===== src/rtl/cmp_pkg.sv =====
package cmp_pkg;

    typedef enum logic [1:0] {
        MODE_OFF    = 2'b00,
        MODE_IRQ    = 2'b01,
        MODE_SETCLR = 2'b10,
        MODE_PAIR   = 2'b11
    } cmp_mode_e;

    typedef enum logic [1:0] {
        ACT_HOLD = 2'b00,
        ACT_SET  = 2'b01,
        ACT_CLR  = 2'b10,
        ACT_TOG  = 2'b11
    } latch_act_e;

    typedef enum logic {
        ST_ARMED = 1'b0,
        ST_SPENT = 1'b1
    } arm_state_e;

endpackage


===== src/rtl/cmp_chan_fsm.sv =====
module cmp_chan_fsm
    import cmp_pkg::*;
#(
    parameter int CNT_W = 16
) (
    input  logic             clk,
    input  logic             rst_n,
    input  logic [CNT_W-1:0] tmr_count,
    input  logic             tmr_strobe,
    input  logic             tmr_ovf,
    input  logic             cmp_we,
    input  logic [CNT_W-1:0] cmp_wdata,
    input  logic             mode_we,
    input  logic [1:0]       mode_wdata,
    output cmp_mode_e        mode_o,
    output logic [CNT_W-1:0] cmp_o,
    output logic             hit_o,
    output logic             irq_o
);

    arm_state_e       state_q, state_d;
    cmp_mode_e        mode_q;
    logic [CNT_W-1:0] cmp_q;
    logic             irq_q;
    logic             hit;

    // A match is possible while armed, or on the overflow cycle that opens a new period
    always_comb begin
        hit = (mode_q != MODE_OFF) && tmr_strobe && (tmr_count == cmp_q)
              && ((state_q == ST_ARMED) || tmr_ovf);
    end

    always_comb begin
        state_d = state_q;
        unique case (state_q)
            ST_ARMED: state_d = hit ? ST_SPENT : ST_ARMED;
            ST_SPENT: begin
                if (hit)          state_d = ST_SPENT;
                else if (tmr_ovf) state_d = ST_ARMED;
                else              state_d = ST_SPENT;
            end
            default:  state_d = ST_ARMED;
        endcase
    end

    // State register
    always_ff @(posedge clk) begin
        if (!rst_n) state_q <= ST_ARMED;
        else        state_q <= state_d;
    end

    // Register file and outputs
    always_ff @(posedge clk) begin
        if (!rst_n) begin
            cmp_q  <= '0;
            mode_q <= MODE_OFF;
            irq_q  <= 1'b0;
        end else begin
            if (cmp_we)  cmp_q  <= cmp_wdata;
            if (mode_we) mode_q <= cmp_mode_e'(mode_wdata);
            irq_q <= hit;
        end
    end

    assign mode_o = mode_q;
    assign cmp_o  = cmp_q;
    assign hit_o  = hit;
    assign irq_o  = irq_q;

    a_r6_single_match: assert property (@(posedge clk) disable iff (!rst_n)
        (state_q == ST_SPENT && !tmr_ovf) |-> !hit);
    a_r5_irq_follows: assert property (@(posedge clk) disable iff (!rst_n)
        hit |=> irq_o);
    a_r5_irq_quiet: assert property (@(posedge clk) disable iff (!rst_n)
        !hit |=> !irq_o);
    a_r11_strobe_needed: assert property (@(posedge clk) disable iff (!rst_n)
        !tmr_strobe |-> !hit);

endmodule


===== src/rtl/cmp_pair_ctl.sv =====
module cmp_pair_ctl
    import cmp_pkg::*;
#(
    parameter int CNT_W = 16
) (
    input  cmp_mode_e        mode_lo,
    input  cmp_mode_e        mode_hi,
    input  logic             hit_lo,
    input  logic             hit_hi,
    input  logic [CNT_W-1:0] cmp_lo,
    input  logic [CNT_W-1:0] cmp_hi,
    input  logic [CNT_W-1:0] tmr_reload,
    input  logic             tmr_ovf,
    output logic             paired_o,
    output latch_act_e       act_lo,
    output latch_act_e       act_hi
);

    function automatic latch_act_e single_act(input cmp_mode_e m, input logic hit,
                                              input logic eq, input logic ovf);
        latch_act_e a;
        a = ACT_HOLD;
        if ((m == MODE_SETCLR || m == MODE_PAIR) && !eq) begin
            if (hit)      a = ACT_SET;
            else if (ovf) a = ACT_CLR;
        end
        return a;
    endfunction

    logic paired;
    logic eq_lo, eq_hi;

    always_comb begin
        paired = (mode_lo == MODE_PAIR) && (mode_hi == MODE_PAIR);
        eq_lo  = (cmp_lo == tmr_reload);
        eq_hi  = (cmp_hi == tmr_reload);
        if (paired) begin
            act_lo = (hit_lo || hit_hi) ? ACT_TOG : ACT_HOLD;
            act_hi = ACT_HOLD;
        end else begin
            act_lo = single_act(mode_lo, hit_lo, eq_lo, tmr_ovf);
            act_hi = single_act(mode_hi, hit_hi, eq_hi, tmr_ovf);
        end
    end

    assign paired_o = paired;

endmodule


===== src/rtl/cmp_pin_latch.sv =====
module cmp_pin_latch
    import cmp_pkg::*;
(
    input  logic       clk,
    input  logic       rst_n,
    input  latch_act_e act,
    input  logic       sw_we,
    input  logic       sw_val,
    input  logic       dir,
    output logic       pin_o
);

    logic latch_q;

    always_ff @(posedge clk) begin
        if (!rst_n) begin
            latch_q <= 1'b0;
        end else if (sw_we) begin
            latch_q <= sw_val;
        end else begin
            unique case (act)
                ACT_HOLD: latch_q <= latch_q;
                ACT_SET:  latch_q <= 1'b1;
                ACT_CLR:  latch_q <= 1'b0;
                ACT_TOG:  latch_q <= ~latch_q;
                default:  latch_q <= latch_q;
            endcase
        end
    end

    assign pin_o = dir & latch_q;

    a_r3_sw_priority: assert property (@(posedge clk) disable iff (!rst_n)
        sw_we |=> (latch_q == $past(sw_val)));
    a_r2_set_on_hit: assert property (@(posedge clk) disable iff (!rst_n)
        (!sw_we && act == ACT_SET) |=> latch_q);
    a_r2_clear_on_ovf: assert property (@(posedge clk) disable iff (!rst_n)
        (!sw_we && act == ACT_CLR) |=> !latch_q);
    a_r8_toggle: assert property (@(posedge clk) disable iff (!rst_n)
        (!sw_we && act == ACT_TOG) |=> (latch_q != $past(latch_q)));

endmodule


===== src/rtl/cmp_out_unit.sv =====
module cmp_out_unit
    import cmp_pkg::*;
#(
    parameter int NUM_CH = 16,
    parameter int CNT_W  = 16,
    localparam int NPAIR = NUM_CH / 2,
    localparam int IDX_W = $clog2(NUM_CH)
) (
    input  logic              clk,
    input  logic              rst_n,
    input  logic [CNT_W-1:0]  tmr_count,
    input  logic              tmr_strobe,
    input  logic              tmr_ovf,
    input  logic [CNT_W-1:0]  tmr_reload,
    input  logic              cmp_we,
    input  logic [IDX_W-1:0]  cmp_idx,
    input  logic [CNT_W-1:0]  cmp_wdata,
    input  logic              mode_we,
    input  logic [IDX_W-1:0]  mode_idx,
    input  logic [1:0]        mode_wdata,
    input  logic [NUM_CH-1:0] sw_we,
    input  logic [NUM_CH-1:0] sw_val,
    input  logic [NUM_CH-1:0] dir,
    output logic [NUM_CH-1:0] irq,
    output logic [NUM_CH-1:0] pin_out
);

    cmp_mode_e        mode   [NUM_CH];
    logic [CNT_W-1:0] cmpv   [NUM_CH];
    logic             hit    [NUM_CH];
    latch_act_e       act    [NUM_CH];
    logic             paired [NPAIR];

    for (genvar i = 0; i < NUM_CH; i++) begin : g_ch
        cmp_chan_fsm #(.CNT_W(CNT_W)) u_chan (
            .clk        (clk),
            .rst_n      (rst_n),
            .tmr_count  (tmr_count),
            .tmr_strobe (tmr_strobe),
            .tmr_ovf    (tmr_ovf),
            .cmp_we     (cmp_we && (cmp_idx == IDX_W'(i))),
            .cmp_wdata  (cmp_wdata),
            .mode_we    (mode_we && (mode_idx == IDX_W'(i))),
            .mode_wdata (mode_wdata),
            .mode_o     (mode[i]),
            .cmp_o      (cmpv[i]),
            .hit_o      (hit[i]),
            .irq_o      (irq[i])
        );

        cmp_pin_latch u_latch (
            .clk    (clk),
            .rst_n  (rst_n),
            .act    (act[i]),
            .sw_we  (sw_we[i]),
            .sw_val (sw_val[i]),
            .dir    (dir[i]),
            .pin_o  (pin_out[i])
        );
    end

    for (genvar p = 0; p < NPAIR; p++) begin : g_pair
        cmp_pair_ctl #(.CNT_W(CNT_W)) u_pair (
            .mode_lo    (mode[p]),
            .mode_hi    (mode[p+NPAIR]),
            .hit_lo     (hit[p]),
            .hit_hi     (hit[p+NPAIR]),
            .cmp_lo     (cmpv[p]),
            .cmp_hi     (cmpv[p+NPAIR]),
            .tmr_reload (tmr_reload),
            .tmr_ovf    (tmr_ovf),
            .paired_o   (paired[p]),
            .act_lo     (act[p]),
            .act_hi     (act[p+NPAIR])
        );

        a_r8_upper_hold: assert property (@(posedge clk) disable iff (!rst_n)
            paired[p] |-> (act[p+NPAIR] == ACT_HOLD));
        a_r8_no_ovf_clear: assert property (@(posedge clk) disable iff (!rst_n)
            (paired[p] && tmr_ovf) |-> (act[p] != ACT_CLR));
    end

endmodule


===== config.mk =====
export PLATFORM = sky130hd
export DESIGN_NAME = cmp_out_unit
export DESIGN_NICKNAME = d
export VERILOG_FILES = /design/src/rtl/cmp_pkg.sv /design/src/rtl/cmp_chan_fsm.sv /design/src/rtl/cmp_pair_ctl.sv /design/src/rtl/cmp_pin_latch.sv /design/src/rtl/cmp_out_unit.sv
export SDC_FILE = /design/constraint.sdc
export NUM_CORES = 1
export LEC_CHECK = 0
export ABC_CLOCK_PERIOD_IN_PS = 2200
export CORE_MARGIN = 2
export CORE_UTILIZATION = 50
export DETAILED_ROUTE_END_ITERATION = 8
export DONT_BUFFER_PORTS = 1
export PLACE_DENSITY = 0.63
export SLEW_MARGIN = 20
export SYNTH_ARGS = -nofsm -noshare
export SYNTH_HDL_FRONTEND = slang
export SYNTH_SLANG_ARGS = --single-unit

===== constraint.sdc =====
create_clock -name clk -period 2.2 [get_ports clk]
set_input_delay 0.11 -clock clk [delete_from_list [all_inputs] [get_ports clk]]
set_output_delay 0.11 -clock clk [all_outputs]
set_load 0.005 [all_outputs]

==> flow_metrics.py, run 1 <==
metrics = {
    "clocking": {
        "cts_buffers": 39,
        "clk_latency_ns": 0.54,
        "postCtsSetupBuffers": 0,
        "htree_levels": 2,
        "cts_root_buffer": "clkbuf_16",
        "clk_pin_slew_ns": 0.06,
        "cts.sinks": 336,
        "clk_path_buf_depth": 3,
        "cts_tree": "built",
    },
    "synthesis": {
        "synth-seq-area-share_pct": 35.57,
        "synth_area_leaders": "dfxtp_1 36%, xor2_1 15%, nand2_1 12%",
        "synth_fp_nets": 2550,
        "synth.distinct_cells": 54,
        "synth-async-reset-ratio_pct": 0,
        "yosys_register_bits": 336,
        "netlist_area_sq_um": 18910,
        "synth_top_area_share_pct": 35.57,
        "synthCells": 2438,
        "ys.flop_type": "dfxtp_1",
        "yosys_warnings": 0,
        "yosys-top-cells-count": "583 x nand2_1, 336 x dfxtp_1, 317 x xor2_1",
        "synth.largest_area_cell": "dfxtp_1",
        "avgSynthCellArea_sq_um": 7.756,
        "yosysMostFrequentCell": "nand2_1",
        "synth_edf_count": 0,
    },
    "worst_setup_path": {
        "crit_type": "reg -> reg",
        "start_kind": "register",
        "crit_required_ns": 2.63,
        "worst_setup_path_end_kind": "register",
        "crit_arrival_ns": 2.58,
        "path_max_fanout": 3,
    },
    "timing": {
        "rsz0062_at_grt": "yes",
        "slew_headroom_pct": 17.74,
        "fmax_mhz": 464.8,
        "slew_violations": 0,
        "final.period_utilization_pct": 97.80,
        "tns_ns": 0,
        "fin_crit_ns": 2.152,
        "worst_pin_slew_ns": 1.230,
        "hold_viol": 0,
        "clock-skew-final_ns": 0.008310,
        "worst_slack_ns": 0.04843,
        "setup_viol": 0,
    },
    "run_status": {
        "run_status": "finished clean",
    },
    "grt": {
        "grt_start_max_net_pins": 140,
        "grt_pass1_vias": 16410,
        "track_usage_pct": 37.09,
        "overflow": 0,
        "grt_antenna_before_repair": 3,
        "grt_pass1_wl_um": 107200,
    },
    "floorplanning": {
        "die_w_um": 198.5,
        "core_area_sq_um": 37490,
        "die-area_sq_um": 39390,
        "std_cell_rows": 71,
        "start_util_pct": 50.44,
        "die_h_um": 198.5,
        "ios": 144,
    },
    "placement": {
        "dp_hpwl_um": 42350,
        "placed_cell_area_sq_um": 18890,
        "port_buffers": 0,
        "gp_congestion": 0.9241,
        "pre_cts_ws_ns": 0.1692,
    },
    "finish": {
        "regArea_sq_um": 6726,
        "area_growth_pct": 14.34,
        "nets": 2551,
        "post-route-util_pct": 57.67,
        "fin_area_sq_um": 21620,
        "layout-drive-gt1-share_pct": 5.321,
        "n_antenna_cell": 0,
        "num-fill-cells": 3469,
        "multi_input_area_sq_um": 11170,
    },
    "drt": {
        "first_pass_iters": 6,
        "drtIter0Drc": 2156,
        "vias": 17860,
        "drtAntennaViolNets": 0,
        "drt_wl_total_um": 73980,
        "avgViaCountPerCell": 6.007,
        "avgRoutedWirePerCell_um": 24.88,
        "drcViolationCount": 0,
    },
    "flow_run": {
        "drv_cap": 0,
    },
    "power_and_ir_drop": {
        "p_leak_uw": 0.007906,
        "ir_drop_v": 0.0004973,
        "p_per_area_nw_per_um2": 654.0,
    },
    "hold_path": {
        "hold_path_class": "in -> reg",
    },
}
timing repair:
item	CTS	global route
resized for setup	0	18
hold buffers	128	0
hold endpoints to repair	330	0
endpoints found under the setup margin	0	17
final timing paths:
| path | slack (ns) | endpoint | depth (start not counted) | start |
|---|---|---|---|---|
| min | 0.01 | g_ch[6].u_chan.state_q$_SDFF_PN0_ | 2 | rst_n |
| min reg2reg | 0.47 | g_ch[3].u_chan.state_q$_SDFF_PN0_ | 2 | g_ch[3].u_chan.state_q$_SDFF_PN0_ |
| max reg2reg | 0.05 | g_ch[4].u_chan.irq_o$_SDFF_PN0_ | 5 | g_ch[4].u_chan.cmp_o[10]$_SDFFE_PN0P_ |
| max | 0.05 | g_ch[4].u_chan.irq_o$_SDFF_PN0_ | 5 | g_ch[4].u_chan.cmp_o[10]$_SDFFE_PN0P_ |
flip-flops by register name, summed over array words and instances (netlist names):
name                  cells
g_ch.u_chan.irq_o        16
g_ch.u_chan.cmp_o       256
g_ch.u_chan.mode_o       32
g_ch.u_latch.latch_q     16
g_ch.u_chan.state_q      16
layout make-up:
cell class | count | share of cell area (%)
inverter | 12 | 0.2431
sequential | 336 | 31.11
clock inverter | 5 | 0.2546
clock buffer | 59 | 5.475
multi-input combinational | 1881 | 51.67
timing repair buffer | 169 | 8.287
tap | 511 | 2.957
where the power goes:
group	switching [uW]	internal [uW]	total [uW]
combinational	832	606	1440
clock	2640	3800	6440
sequential	87.4	6170	6260
total	3560	10600	14100
per-stage QoR:
stage / total power [uW] / hold slack, ns / std cells
after floorplan: 7429 / 0.1999 / 2438
final: 14140 / 0.01485 / 2973
after global placement: 7324 / 0.2031 / 2781
after global routing: 14480 / 0.02184 / 2973
after CTS: 14120 / 0.003099 / 2973
after detailed placement: 7336 / 0.2035 / 2781
layer usage:
layer / up-vias / wire, um / global-route usage, %
met3: 277 / 9831 / 8.884
met2: 1138 / 30840 / 54.98
met1: 8385 / 29220 / 50.53
met5: - / 33 / 0
li1: 8055 / - / -
met4: 4 / 4050 / 17.99
cells by family after synthesis:
kind of cell | Yosys count | share of synthesized area (%)
muxes | 13 | 0.6881
DFF | 336 | 35.57
xor gates and xnor gates | 513 | 23.80
AOI/OAI and AO/OA | 382 | 10.86
and+or+nand+nor | 973 | 23.42
buffers and inverters | 221 | 5.657
critical path, stage by stage, from the launching register on:
cell	delay [ns]
dfxtp_1	0.38
xnor2_1	0.12
dlygate4sd3_1	0.55
nand3_1	0.10
dlygate4sd3_1	0.61
nor4_2	0.28
cell usage in the layout (no fill, tap or decap), types with 3 or more instances in the layout:
cell            instances
a211oi_1                3
a21oi_1               297
a221oi_1                5
a31oi_1                 5
a32oi_1                 3
and2_1                 17
and3_1                 10
and4_1                  5
buf_12                 17
buf_4                  37
clkbuf_1                9
clkbuf_16              41
clkbuf_8                9
dfxtp_1               336
dlygate4sd3_1         106
dlymetal6s4s_1          9
inv_1                  11
mux2i_1                13
nand2_1               583
nand2b_1               10
nand3_1                33
nand3b_1                8
nand4_1                65
nor2_1                 78
nor2b_1                18
nor3_1                 33
nor3_2                  5
nor3b_1                 5
nor4_1                 82
nor4_2                  7
o2111ai_1               7
o21a_1                  3
o21ai_0                38
o21ai_1                 5
o31ai_1                 3
o41ai_1                 3
or3_1                   3
xnor2_1               195
xor2_1                317
No activity file was read; power rests on OpenSTA's default activity.
==> run 2: changes to the inputs <==
Settings changed: ABC_CLOCK_PERIOD_IN_PS 2200 to 2300, CORE_MARGIN 2 to 5.
Clock period 2.2 ns to 2.3 ns, I/O delays scaled along.
==> run 2 against run 1 <==
  * The flow now finishes with violations (negative hold slack)
  * Core utilization rose by 0.15 points
  * Total power down 1.9%
  * Die area increased by 6.1%
  * Highest routed layer unchanged
==> flow_metrics.py, run 2 (synthesis gave the netlist of run 1 again) <==
metrics = {
    "clocking": {
        "clk_latency_ns": 0.56,
        "htree_levels": 2,
        "clk_pin_slew_ns": 0.06,
        "cts_buffers": 39,
        "cts_root_buffer": "clkbuf_16",
        "clk_path_buf_depth": 3,
        "cts_tree": "built",
        "cts.sinks": 336,
    },
    "drt": {
        "wl_met3_um": 10230,
        "first_pass_iters": 5,
        "top_layer_used": "met5",
        "vias": 17850,
        "drtIter0Drc": 2067,
        "avgViaCountPerCell": 5.994,
        "avgRoutedWirePerCell_um": 25.33,
        "drt_wl_total_um": 75450,
        "drtAntennaViolNets": 0,
        "wl_met2_um": 31310,
        "wl_met1_um": 29220,
        "drcViolationCount": 0,
    },
    "floorplanning": {
        "start_util_pct": 50.44,
        "std_cell_rows": 71,
        "die_w_um": 204.5,
        "core_area_sq_um": 37490,
        "ios": 144,
        "die-area_sq_um": 41810,
        "die_h_um": 204.5,
    },
    "timing": {
        "final.period_utilization_pct": 99.41,
        "slew_headroom_pct": 17.41,
        "clock-skew-final_ns": 0.01544,
        "tns_ns": 0,
        "rsz0062_at_grt": "no",
        "hold_viol": 1,
        "setup_viol": 0,
        "worst_pin_slew_ns": 1.235,
        "fmax_mhz": 437.4,
        "whs_ns": -0.009538,
        "slew_violations": 0,
        "fin_crit_ns": 2.286,
    },
    "worst_setup_path": {
        "ff2ff_path_depth": 5,
        "crit_required_ns": 2.78,
        "crit_arrival_ns": 2.77,
        "path_max_fanout": 10,
        "slowest_delay_ns": 1.15,
        "crit_chain": "dlygate4sd3_1 > xnor2_1 > nand4_1 > nor2_1 > nand4_1 > buf_4 > o21a_1 > a21oi_1",
        "cp_slowest_cell": "dlygate4sd3_1",
        "crit_type": "in -> reg",
        "start_kind": "input port",
        "r2r-start": "g_ch[6].u_chan.cmp_o[6]$_SDFFE_PN0P_",
        "cpMostUsedCell": "nand4_1",
        "crit_buf_inv": 2,
        "worst_setup_path_end_kind": "register",
        "critPathTopFamily": "buffers and inverters",
        "worst_r2r_endpoint": "g_ch[6].u_chan.irq_o$_SDFF_PN0_",
        "reg2reg_slack_ns": 0.12,
    },
    "grt": {
        "grt_antenna_before_repair": 2,
        "grt_start_max_net_pins": 133,
        "overflow": 0,
        "grt_pass1_wl_um": 107700,
        "grt_pass1_vias": 16510,
        "track_usage_pct": 34.77,
    },
    "finish": {
        "stdcell_count": 2978,
        "area_growth_pct": 14.64,
        "layout_commonest_cell": "nand2_1",
        "layout-drive-gt1-share_pct": 5.596,
        "final_cell_mix": "583 x nand2_1, 335 x dfxtp_1, 317 x xor2_1",
        "nets": 2551,
        "largest_register_ffs": 256,
        "num-fill-cells": 3465,
    },
    "run_status": {
        "run_status": "finished with violations",
        "violations": "negative hold slack",
    },
    "placement": {
        "dp_hpwl_um": 42670,
        "dp_cells": 2780,
        "port_buffers": 0,
        "gp_congestion": 0.9418,
    },
    "hold_path": {
        "hold_path_class": "in -> reg",
        "hold_path_end": "g_ch[8].u_chan.state_q$_SDFF_PN0_",
        "hp-start": "tmr_count[10]",
        "hold_depth": 4,
    },
    "power_and_ir_drop": {
        "p_leak_uw": 0.007937,
        "ir_drop_v": 0.0004882,
        "p_per_area_nw_per_um2": 639.7,
    },
    "flow_run": {
        "drv_cap": 0,
    },
}
==> run 2: cell count changes in the layout (fill, tap and decap cells not counted), moves of 2 or more <==
cell / before / now
dlymetal6s4s_1: 9 / 6
clkinv_2: 2 / 9
nor4_2: 7 / 5
bufinv_16: 1 / 4
clkbuf_1: 9 / 6
nor4_1: 82 / 84
clkbuf_8: 9 / 6
==> run 2: worst register-to-register path, delay by kind of cell, from the launching register on <==
kind / cells / cell delay (ns)
simple gates: 2 / 0.40
buf+inv: 2 / 1.19
flops: 1 / 0.34
xor+xnor: 1 / 0.15
==> run 2: where the power goes <==
part           switching, uW  internal [uW]  total, uW
combinational            820            583       1400
sequential              84.0           5900       5990
clock                   2590           3880       6480
==> run 2: worst max path at each step <==
stage / start / to / slack, ns / cells past startpoint
4_1_cts: tmr_count[13] / g_ch[11].u_latch.latch_q$_SDFFE_PN0P_ / 0.02 / 7
5_1_grt: g_ch[5].u_chan.cmp_o[11]$_SDFFE_PN0P_ / g_ch[5].u_latch.latch_q$_SDFFE_PN0P_ / 0.01 / 7
3_5_place_dp: g_ch[8].u_chan.cmp_o[8]$_SDFFE_PN0P_ / g_ch[0].u_latch.latch_q$_SDFFE_PN0P_ / 0.26 / 7
2_1_floorplan: g_ch[8].u_chan.cmp_o[8]$_SDFFE_PN0P_ / g_ch[0].u_latch.latch_q$_SDFFE_PN0P_ / 0.48 / 7
3_3_place_gp: g_ch[8].u_chan.cmp_o[8]$_SDFFE_PN0P_ / g_ch[0].u_latch.latch_q$_SDFFE_PN0P_ / 0.23 / 7
6_report: tmr_count[11] / g_ch[11].u_latch.latch_q$_SDFFE_PN0P_ / 0.01 / 8
==> run 2: per-stage QoR <==
stage	hold WS (ns)	utilization, %	worst slack, ns	power, uW	instance area, sq um
2_1_floorplan	0.2049	-	0.4784	7106	18910
3_3_place_gp	0.2102	50.35	0.2330	7002	18870
3_5_place_dp	0.2152	50.35	0.2563	7014	18870
4_1_cts	0.003328	57.66	0.02464	13870	21620
5_1_grt	0.01513	57.82	0.01041	14220	21670
6_report	-0.009538	57.82	0.01361	13870	21680
==> run 2: layer usage <==
metal  track usage, %  vias up
met5                0        -
met4            17.52        2
met3            12.79      290
met2            51.31     1093
met1            44.71     8392
li1                 -     8072
==> run 2: layout make-up <==
cell class	count	area (sq um)	share of cell area, %
clock buffers	53	1131	5.218
clock inverters	15	180.2	0.8312
flip-flops and latches	336	6728	31.04
well taps	511	639.4	2.949
multi-input cells	1881	11150	51.45
inverters	12	52.55	0.2424
repair buffers	169	1792	8.266
diodes	1	2.502	0.01154
==> run 2: what timing repair did <==
| item | 4_1_cts | 5_1_grt |
|---|---|---|
| buffers inserted | 0 | 1 |
| endpoints found under the hold margin | 333 | 1 |
| hold buffers | 128 | 1 |
| resized for setup | 0 | 13 |
| setup endpoints to repair | 0 | 9 |
